<file path="config.mk">
export PLATFORM = sky130hd
export DESIGN_NAME = inj_group_seq
export DESIGN_NICKNAME = d
export VERILOG_FILES = /design/src/rtl/inj_seq_pkg.sv /design/src/rtl/inj_seq_cfg.sv /design/src/rtl/inj_seq_trig.sv /design/src/rtl/inj_conv_timer.sv /design/src/rtl/inj_group_seq.sv
export SDC_FILE = /design/constraint.sdc
export NUM_CORES = 1
export LEC_CHECK = 0
export BUFFER_PORTS_ARGS = -buffer_cell sky130_fd_sc_hd__buf_2
export CORE_AREA = 4 4 173 175
export DETAILED_ROUTE_END_ITERATION = 16
export DIE_AREA = 0 0 177 179
export SYNTH_ARGS = -nofsm -noshare
export SYNTH_HDL_FRONTEND = slang
export SYNTH_HIERARCHICAL = 1
export SYNTH_SLANG_ARGS = --single-unit
</file>
<file path="constraint.sdc">
create_clock -name clk -period 6.81 [get_ports clk]
set_clock_uncertainty 0.05 [all_clocks]
set_input_delay 1.362 -clock clk [delete_from_list [all_inputs] [get_ports clk]]
set_output_delay 1.362 -clock clk [all_outputs]
set_load 0.01 [all_outputs]
</file>
<file path="src/rtl/inj_seq_pkg.sv">
package inj_seq_pkg;

   localparam int SMP_CODE_W = 3;
   localparam int CONV_BASE  = 12;

   typedef enum logic {
      ST_IDLE = 1'b0,
      ST_CONV = 1'b1
   } seq_st_e;

   typedef enum logic [1:0] {
      EDGE_NONE = 2'd0,
      EDGE_RISE = 2'd1,
      EDGE_FALL = 2'd2,
      EDGE_BOTH = 2'd3
   } trig_edge_e;

   // sampling clocks per code; the first code is rounded to whole clocks
   function automatic int unsigned smp_clocks(input logic [SMP_CODE_W-1:0] code);
      case (code)
         3'd0:    return 4;
         3'd1:    return 9;
         3'd2:    return 16;
         3'd3:    return 24;
         3'd4:    return 48;
         3'd5:    return 96;
         3'd6:    return 192;
         default: return 384;
      endcase
   endfunction

   function automatic int unsigned conv_total(input logic [SMP_CODE_W-1:0] code);
      return smp_clocks(code) + CONV_BASE;
   endfunction

endpackage

</file>
<file path="src/rtl/inj_seq_cfg.sv">
module inj_seq_cfg
   import inj_seq_pkg::*;
#(
   parameter int N_RANK = 4,
   parameter int LEN_W  = 2,
   parameter int CHAN_W = 5,
   parameter int DATA_W = 12
) (
   input  logic                                  clk,
   input  logic                                  rst_n,
   input  logic                                  adc_en,
   input  logic                                  cfg_wr,
   input  logic                                  cfg_scan,
   input  logic [LEN_W-1:0]                      cfg_len,
   input  logic [1:0]                            cfg_edge,
   input  logic                                  cfg_auto,
   input  logic                                  cfg_disc,
   input  logic                                  rank_wr,
   input  logic [LEN_W-1:0]                      rank_idx,
   input  logic [CHAN_W-1:0]                     rank_chan,
   input  logic [SMP_CODE_W-1:0]                 rank_smp,
   input  logic [DATA_W-1:0]                     rank_ofs,
   input  logic                                  stop_bad,
   output logic [LEN_W-1:0]                      len_q,
   output logic [1:0]                            edge_q,
   output logic                                  auto_q,
   output logic                                  disc_q,
   output logic [N_RANK-1:0][CHAN_W-1:0]         slot_chan,
   output logic [N_RANK-1:0][SMP_CODE_W-1:0]     slot_code,
   output logic [N_RANK-1:0][DATA_W-1:0]         ofs_q,
   output logic                                  cfg_err
);

   logic             scan_q;
   logic             bad_cfg;
   logic             bad_rank;
   logic             rank_ok;
   logic             in_range;
   logic [LEN_W-1:0] wr_slot;

   // rejection rules for group settings and rank writes
   assign bad_cfg  = cfg_wr & ((cfg_auto & (trig_edge_e'(cfg_edge) != EDGE_NONE)) |
                               (cfg_auto & cfg_disc) |
                               (adc_en & ((cfg_auto != auto_q) | (cfg_disc != disc_q))));
   assign bad_rank = rank_wr & ~scan_q & (rank_idx != '0);
   assign rank_ok  = rank_wr & ~bad_rank;
   assign in_range = (rank_idx <= len_q);
   // slot placement wraps, so indices past the length land on unused slots
   assign wr_slot  = rank_idx + (LEN_W'(N_RANK - 1) - len_q);

   always_ff @(posedge clk or negedge rst_n) begin
      if (!rst_n) begin
         scan_q  <= 1'b0;
         len_q   <= '0;
         edge_q  <= '0;
         auto_q  <= 1'b0;
         disc_q  <= 1'b0;
         cfg_err <= 1'b0;
      end else begin
         cfg_err <= bad_cfg | bad_rank | stop_bad;
         if (cfg_wr && !bad_cfg) begin
            scan_q <= cfg_scan;
            len_q  <= cfg_scan ? cfg_len : '0;
            edge_q <= cfg_edge;
            auto_q <= cfg_auto;
            disc_q <= cfg_disc;
         end
      end
   end

   for (genvar s = 0; s < N_RANK; s++) begin : g_slot
      always_ff @(posedge clk or negedge rst_n) begin
         if (!rst_n) begin
            slot_chan[s] <= '0;
            slot_code[s] <= '0;
         end else if (rank_ok && (wr_slot == LEN_W'(s))) begin
            slot_chan[s] <= in_range ? rank_chan : '0;
            slot_code[s] <= in_range ? rank_smp  : '0;
         end
      end
   end

   for (genvar r = 0; r < N_RANK; r++) begin : g_ofs
      always_ff @(posedge clk or negedge rst_n) begin
         if (!rst_n)                                   ofs_q[r] <= '0;
         else if (rank_ok && (rank_idx == LEN_W'(r))) ofs_q[r] <= rank_ofs;
      end
   end

   p_scan_len_r3: assert property (@(posedge clk) disable iff (!rst_n)
      !scan_q |-> (len_q == '0));

   p_auto_src_r9: assert property (@(posedge clk) disable iff (!rst_n)
      auto_q |-> (edge_q == 2'd0));

   p_disc_auto_r10: assert property (@(posedge clk) disable iff (!rst_n)
      !(auto_q && disc_q));

   p_err_hold_r10: assert property (@(posedge clk) disable iff (!rst_n)
      (cfg_err && !$past(cfg_wr && !bad_cfg)) |-> ($stable(auto_q) && $stable(disc_q)));

endmodule

</file>
<file path="src/rtl/inj_seq_trig.sv">
module inj_seq_trig
   import inj_seq_pkg::*;
#(
   parameter int TRIG_SYNC = 0
) (
   input  logic       clk,
   input  logic       rst_n,
   input  logic       ext_trig,
   input  logic [1:0] edge_sel,
   input  logic       reg_done,
   input  logic       auto_en,
   output logic       ext_hit,
   output logic       auto_hit
);

   logic trig_s;
   logic trig_d;
   logic rise;
   logic fall;

   if (TRIG_SYNC > 0) begin : g_sync
      logic [TRIG_SYNC-1:0] sy;
      always_ff @(posedge clk or negedge rst_n) begin
         if (!rst_n) begin
            sy <= '0;
         end else begin
            sy[0] <= ext_trig;
            for (int k = 1; k < TRIG_SYNC; k++) sy[k] <= sy[k-1];
         end
      end
      assign trig_s = sy[TRIG_SYNC-1];
   end else begin : g_direct
      assign trig_s = ext_trig;
   end

   always_ff @(posedge clk or negedge rst_n) begin
      if (!rst_n) trig_d <= 1'b0;
      else        trig_d <= trig_s;
   end

   assign rise = trig_s & ~trig_d;
   assign fall = ~trig_s & trig_d;

   always_comb begin
      case (trig_edge_e'(edge_sel))
         EDGE_RISE: ext_hit = rise;
         EDGE_FALL: ext_hit = fall;
         EDGE_BOTH: ext_hit = rise | fall;
         default:   ext_hit = 1'b0;
      endcase
   end

   assign auto_hit = auto_en & reg_done;

endmodule

</file>
<file path="src/rtl/inj_conv_timer.sv">
module inj_conv_timer
   import inj_seq_pkg::*;
#(
   parameter int CNT_W = 9
) (
   input  logic                  clk,
   input  logic                  rst_n,
   input  logic                  load,
   input  logic [SMP_CODE_W-1:0] code,
   input  logic                  run,
   output logic                  expire
);

   localparam int unsigned MAX_TOTAL = conv_total(3'd7);

   logic [CNT_W-1:0] cnt;

   always_ff @(posedge clk or negedge rst_n) begin
      if (!rst_n)                     cnt <= '0;
      else if (load)                  cnt <= CNT_W'(conv_total(code) - 1);
      else if (run && (cnt != '0))    cnt <= cnt - 1'b1;
   end

   assign expire = run & (cnt == '0);

   p_cnt_bound_r5: assert property (@(posedge clk) disable iff (!rst_n)
      load |=> (32'(cnt) < MAX_TOTAL));

endmodule

</file>
<file path="src/rtl/inj_group_seq.sv">
module inj_group_seq
   import inj_seq_pkg::*;
#(
   parameter int N_RANK    = 4,
   parameter int CHAN_W    = 5,
   parameter int DATA_W    = 12,
   parameter int RES_W     = 16,
   parameter int TRIG_SYNC = 0,
   localparam int LEN_W    = $clog2(N_RANK)
) (
   input  logic                  clk,
   input  logic                  rst_n,
   input  logic                  adc_en,
   input  logic                  cfg_wr,
   input  logic                  cfg_scan,
   input  logic [LEN_W-1:0]      cfg_len,
   input  logic [1:0]            cfg_edge,
   input  logic                  cfg_auto,
   input  logic                  cfg_disc,
   input  logic                  rank_wr,
   input  logic [LEN_W-1:0]      rank_idx,
   input  logic [CHAN_W-1:0]     rank_chan,
   input  logic [SMP_CODE_W-1:0] rank_smp,
   input  logic [DATA_W-1:0]     rank_ofs,
   input  logic                  sw_start,
   input  logic                  ext_trig,
   input  logic                  reg_done,
   input  logic                  reg_pending,
   input  logic                  stop_req,
   input  logic [DATA_W-1:0]     smp_data,
   input  logic                  rd_en,
   input  logic [LEN_W-1:0]      rd_rank,
   output logic [CHAN_W-1:0]     conv_chan,
   output logic                  conv_busy,
   output logic                  sw_pend,
   output logic                  grp_done,
   output logic                  cfg_err,
   output logic [RES_W-1:0]      rd_data
);

   localparam int CNT_W = $clog2(conv_total(3'd7));

   if ((N_RANK < 2) || ((N_RANK & (N_RANK - 1)) != 0)) begin : g_chk_rank
      $error("N_RANK must be a power of two of at least 2");
   end
   if (RES_W <= DATA_W) begin : g_chk_res
      $error("RES_W must exceed DATA_W");
   end

   logic [LEN_W-1:0]                  len_q;
   logic [1:0]                        edge_q;
   logic                              auto_q;
   logic                              disc_q;
   logic [N_RANK-1:0][CHAN_W-1:0]     slot_chan;
   logic [N_RANK-1:0][SMP_CODE_W-1:0] slot_code;
   logic [N_RANK-1:0][DATA_W-1:0]     ofs_q;
   logic [N_RANK-1:0][RES_W-1:0]      res_q;

   seq_st_e          state;
   logic [LEN_W-1:0] step;
   logic [LEN_W-1:0] cur_slot;
   logic [LEN_W-1:0] load_slot;
   logic             ext_hit;
   logic             auto_hit;
   logic             expire;
   logic             run;
   logic             begin_now;
   logic             stop_ok;
   logic             stop_bad;
   logic             sw_ok;
   logic             last_rank;
   logic             load;
   logic [RES_W-1:0] diff;

   inj_seq_cfg #(
      .N_RANK (N_RANK),
      .LEN_W  (LEN_W),
      .CHAN_W (CHAN_W),
      .DATA_W (DATA_W)
   ) cfg_i (
      .clk       (clk),
      .rst_n     (rst_n),
      .adc_en    (adc_en),
      .cfg_wr    (cfg_wr),
      .cfg_scan  (cfg_scan),
      .cfg_len   (cfg_len),
      .cfg_edge  (cfg_edge),
      .cfg_auto  (cfg_auto),
      .cfg_disc  (cfg_disc),
      .rank_wr   (rank_wr),
      .rank_idx  (rank_idx),
      .rank_chan (rank_chan),
      .rank_smp  (rank_smp),
      .rank_ofs  (rank_ofs),
      .stop_bad  (stop_bad),
      .len_q     (len_q),
      .edge_q    (edge_q),
      .auto_q    (auto_q),
      .disc_q    (disc_q),
      .slot_chan (slot_chan),
      .slot_code (slot_code),
      .ofs_q     (ofs_q),
      .cfg_err   (cfg_err)
   );

   inj_seq_trig #(
      .TRIG_SYNC (TRIG_SYNC)
   ) trig_i (
      .clk      (clk),
      .rst_n    (rst_n),
      .ext_trig (ext_trig),
      .edge_sel (edge_q),
      .reg_done (reg_done),
      .auto_en  (auto_q),
      .ext_hit  (ext_hit),
      .auto_hit (auto_hit)
   );

   inj_conv_timer #(
      .CNT_W (CNT_W)
   ) timer_i (
      .clk    (clk),
      .rst_n  (rst_n),
      .load   (load),
      .code   (slot_code[load_slot]),
      .run    (run),
      .expire (expire)
   );

   // sequencing control
   assign run       = (state == ST_CONV);
   assign cur_slot  = step + (LEN_W'(N_RANK - 1) - len_q);
   assign load_slot = run ? (cur_slot + 1'b1) : cur_slot;
   assign last_rank = (step == len_q);
   assign stop_ok   = stop_req & ~reg_pending & ~auto_q;
   assign stop_bad  = stop_req & ~stop_ok;
   assign begin_now = ~run & adc_en & (sw_pend | ext_hit | auto_hit);
   assign sw_ok     = sw_start & adc_en & ~sw_pend & ~auto_q &
                      (trig_edge_e'(edge_q) == EDGE_NONE);
   assign load      = ~stop_ok & ((~run & begin_now) |
                                  (run & expire & ~last_rank & ~disc_q));

   assign diff = {{(RES_W - DATA_W){1'b0}}, smp_data} -
                 {{(RES_W - DATA_W){1'b0}}, ofs_q[step]};

   always_ff @(posedge clk or negedge rst_n) begin
      if (!rst_n) begin
         state   <= ST_IDLE;
         step    <= '0;
         sw_pend <= 1'b0;
      end else if (stop_ok) begin
         state   <= ST_IDLE;
         step    <= '0;
         sw_pend <= 1'b0;
      end else if (!run) begin
         if (begin_now) begin
            state   <= ST_CONV;
            sw_pend <= 1'b0;
         end else if (sw_ok) begin
            sw_pend <= 1'b1;
         end
      end else if (expire) begin
         if (last_rank) begin
            state <= ST_IDLE;
            step  <= '0;
         end else begin
            step <= step + 1'b1;
            if (disc_q) state <= ST_IDLE;
         end
      end
   end

   always_ff @(posedge clk or negedge rst_n) begin
      if (!rst_n)                                    grp_done <= 1'b0;
      else if (!stop_ok && run && expire && last_rank) grp_done <= 1'b1;
      else if (rd_en)                                grp_done <= 1'b0;
   end

   for (genvar r = 0; r < N_RANK; r++) begin : g_res
      always_ff @(posedge clk or negedge rst_n) begin
         if (!rst_n)
            res_q[r] <= '0;
         else if (!stop_ok && run && expire && (step == LEN_W'(r)))
            res_q[r] <= diff;
      end
   end

   assign conv_chan = run ? slot_chan[cur_slot] : '0;
   assign conv_busy = run;
   assign rd_data   = res_q[rd_rank];

   p_eog_last_r6: assert property (@(posedge clk) disable iff (!rst_n)
      $rose(grp_done) |-> $past((state == ST_CONV) && (step == len_q)));

   p_swpend_go_r7: assert property (@(posedge clk) disable iff (!rst_n)
      (sw_pend && (state == ST_IDLE) && adc_en && !stop_req) |=> (state == ST_CONV) && !sw_pend);

   p_busy_no_pend_r7: assert property (@(posedge clk) disable iff (!rst_n)
      (state == ST_CONV) |-> !sw_pend);

   p_stop_idle_r12: assert property (@(posedge clk) disable iff (!rst_n)
      (stop_req && !reg_pending && !auto_q) |=> (state == ST_IDLE) && (step == '0));

endmodule

</file>
==> results_dict.tcl <==
set metrics [dict create \
    status "complete, no violations" \
    ys_seq_area_frac 0.460 \
    rsz0062_at_grt "false" \
    synth_cell_types 64 \
    area_growth_pct 14.7 \
    synth_flop_cell "dfrtp_1" \
    root_buffer "clkbuf_16" \
    report.final.slew_viol_count 0 \
    dp_hpwl_mm 13.6 \
    clkTransAtPathRegs_ns 0.07 \
    cts_setup_buffers 0 \
    crit_path_start_kind "flip-flop" \
    routedWlPerCell_um 16.3 \
    drive_above_1_share 0.346 \
    criticalPathCategory "flip-flop to output port" \
    grt_max_degree 74 \
    ant_nets 0 \
    first_pass_iters 4 \
    antenna_found_initial 3 \
    die_w_um 177 \
    numCtsBuffers 17 \
    vias 5495 \
    hold_ws_ns 0.427 \
    cap_violations 0 \
    crit_required_ns 5.40 \
    final_cell_mix "dfrtp_1 (155), mux2_2 (94), buf_2 (77)" \
    hold_buffers 0 \
    hold_viol 0 \
    ir_drop_mv 0.173 \
    crit_fanout 17 \
    slew-limit-headroom 0.367 \
    ios 79 \
    grt_first_pass_wirelength_mm 31.0 \
    initial_core_util 0.296 \
    synth-edff-count 0 \
    die_area_sq_mm 0.0317 \
    tns_ns 0 \
    rows 62 \
    tightest_slew_ns 0.946 \
    syn_area_sq_mm 0.00843 \
    total_power_uw 3220 \
    clock_latency_ns 0.43 \
    ys_async_sr_fraction 1.00 \
    setup_viol 0 \
    place_area_sq_mm 0.00908 \
    synthCells 688 \
    vias_per_cell 4.78 \
    timing.fmax_ghz 0.236 \
    power_leakage_uw 0.00436 \
    wl_mm 18.7 \
    fill_cells 2845 \
    yosys_warnings 6 \
    first_global_vias 5730 \
    finalCritPeriodShare 0.623 \
    cts_resized 0 \
    place_congestion 0.802 \
    htree_levels 4 \
    finalNetCount 830 \
    clk_path_buf_depth 2 \
    fin_crit_ns 4.24 \
    cts_tree "built" \
    layout_commonest_cell "dfrtp_1" \
    core_area_sq_mm 0.0285 \
    cp.arrival_ns 2.83 \
    synth_area_per_cell_sq_um 12.3 \
    cts_sinks 155 \
    power.density_mw_per_mm2 333 \
    port_buffers 78 \
    drt_iter0_drc 325 \
    holdCritPathClass "flip-flop to flip-flop" \
    grt-ovfl-total 0 \
    grt_usage 0.124 \
    syn-num-nets 767 \
    final_area_sq_mm 0.00967 \
    ys_seq_elements 155 \
    crit_path_start "step[1]" \
    drc_errors 0 \
    min_from "res_q[16]" \
    die_h_um 179 \
    r2r_start "step[1]" \
    cp-end-kind "output port" \
]
[worst paths after layout]
| kind | end | slack [ns] | cells past startpoint |
|---|---|---|---|
| max in group asynchronous | res_q[19] | 4.66 | 2 |
| worst max-delay path | conv_chan[2] | 2.57 | 5 |
| worst min-delay path | res_q[16] | 0.43 | 2 |
| worst max register to register | res_q[12] | 3.28 | 8 |
| min in group asynchronous | cfg_i/slot_chan[3] | 0.78 | 1 |
| worst min register to register | res_q[16] | 0.43 | 2 |
[report_power, final]
group          switching, uW  leakage [uW]  internal [uW]
Sequential               159       0.00200           1160
Clock                    420      0.000289            520
Combinational            465       0.00207            489
[synthesized netlist by cell type, types with 4 or more instances]
cell	n	share of area
a221oi_2	4	0.0071
mux4_1	9	0.028
mux2_4	9	0.016
inv_1	26	0.012
buf_6	8	0.011
o21ai_0	32	0.019
xnor2_1	7	0.0073
and3_4	7	0.0094
or3_1	6	0.0045
mux4_2	24	0.064
dfrtp_1	155	0.46
and2_1	17	0.013
nand2_1	56	0.025
mux2_2	94	0.13
nand2b_1	9	0.0067
nor3_1	10	0.0059
nand3_1	15	0.0089
o21ai_1	4	0.0024
nand4_1	8	0.0059
o311ai_1	4	0.0042
buf_2	12	0.0071
clkbuf_1	11	0.0049
xor2_1	10	0.010
ha_1	24	0.036
nor2_1	27	0.012
nor2b_1	6	0.0045
o211ai_1	6	0.0053
mux2i_1	7	0.0083
a21oi_1	25	0.015
[per-layer routing]
metal,vias up,part of all wire,global-route usage,wire length [um]
met2,84,0.49,0.203,9230
met5,-,0.0014,0,27
met3,27,0.041,0.0278,768
met4,4,0.016,0.0458,308
met1,2744,0.45,0.161,8360
li1,2636,-,-,-
[flip-flops by register name, summed over array words and instances (netlist names)]
register         cells
cfg_i/len_q          2
cfg_i/scan_q         1
res_q               52
trig_i/trig_d        1
sw_pend              1
cfg_i/ofs_q         48
conv_busy            1
cfg_i/cfg_err        1
step                 2
cfg_i/auto_q         1
timer_i/cnt          9
grp_done             1
cfg_i/slot_chan     20
cfg_i/slot_code     12
cfg_i/disc_q         1
cfg_i/edge_q         2
[logic make-up after synthesis]
kind of cell             count (synthesis)  synth area share
AND/OR/NAND/NOR                        182             0.117
flip-flops                             155             0.460
multiplexers                           143             0.242
AO/OA/AOI/OAI                          101            0.0803
buffers and inverters                   64            0.0416
adder cells (fa/ha/maj)                 25            0.0380
XOR/XNOR                                18            0.0209
[area by class of cell]
type / instances / area, sq um / area share
Tap cell: 384 / 480 / 0.0497
Timing Repair Buffer: 82 / 427 / 0.0441
Multi-Input combinational cell: 469 / 4200 / 0.434
Clock buffer: 18 / 429 / 0.0444
Sequential cell: 155 / 3880 / 0.401
Clock inverter: 14 / 151 / 0.0157
Antenna cell: 2 / 5.00 / 0.000518
Inverter: 26 / 97.6 / 0.0101
[critical path, cell delays in order (launching register included)]
cell and delay, ns:
dfrtp_1 0.93, xnor2_4 0.20, xor2_1 0.56, mux4_1 0.40, and2_1 0.17, buf_2 0.13
[through the flow]
stage,std cells,setup WS [ns],util
2_1_floorplan,688,3.20,-
4_1_cts,1148,2.49,0.339
3_5_place_dp,1116,2.87,0.319
6_report,1150,2.57,0.340
3_3_place_gp,1116,2.90,0.319
5_1_grt,1148,2.41,0.339
Note: power is estimated with default switching activity, not from simulation.
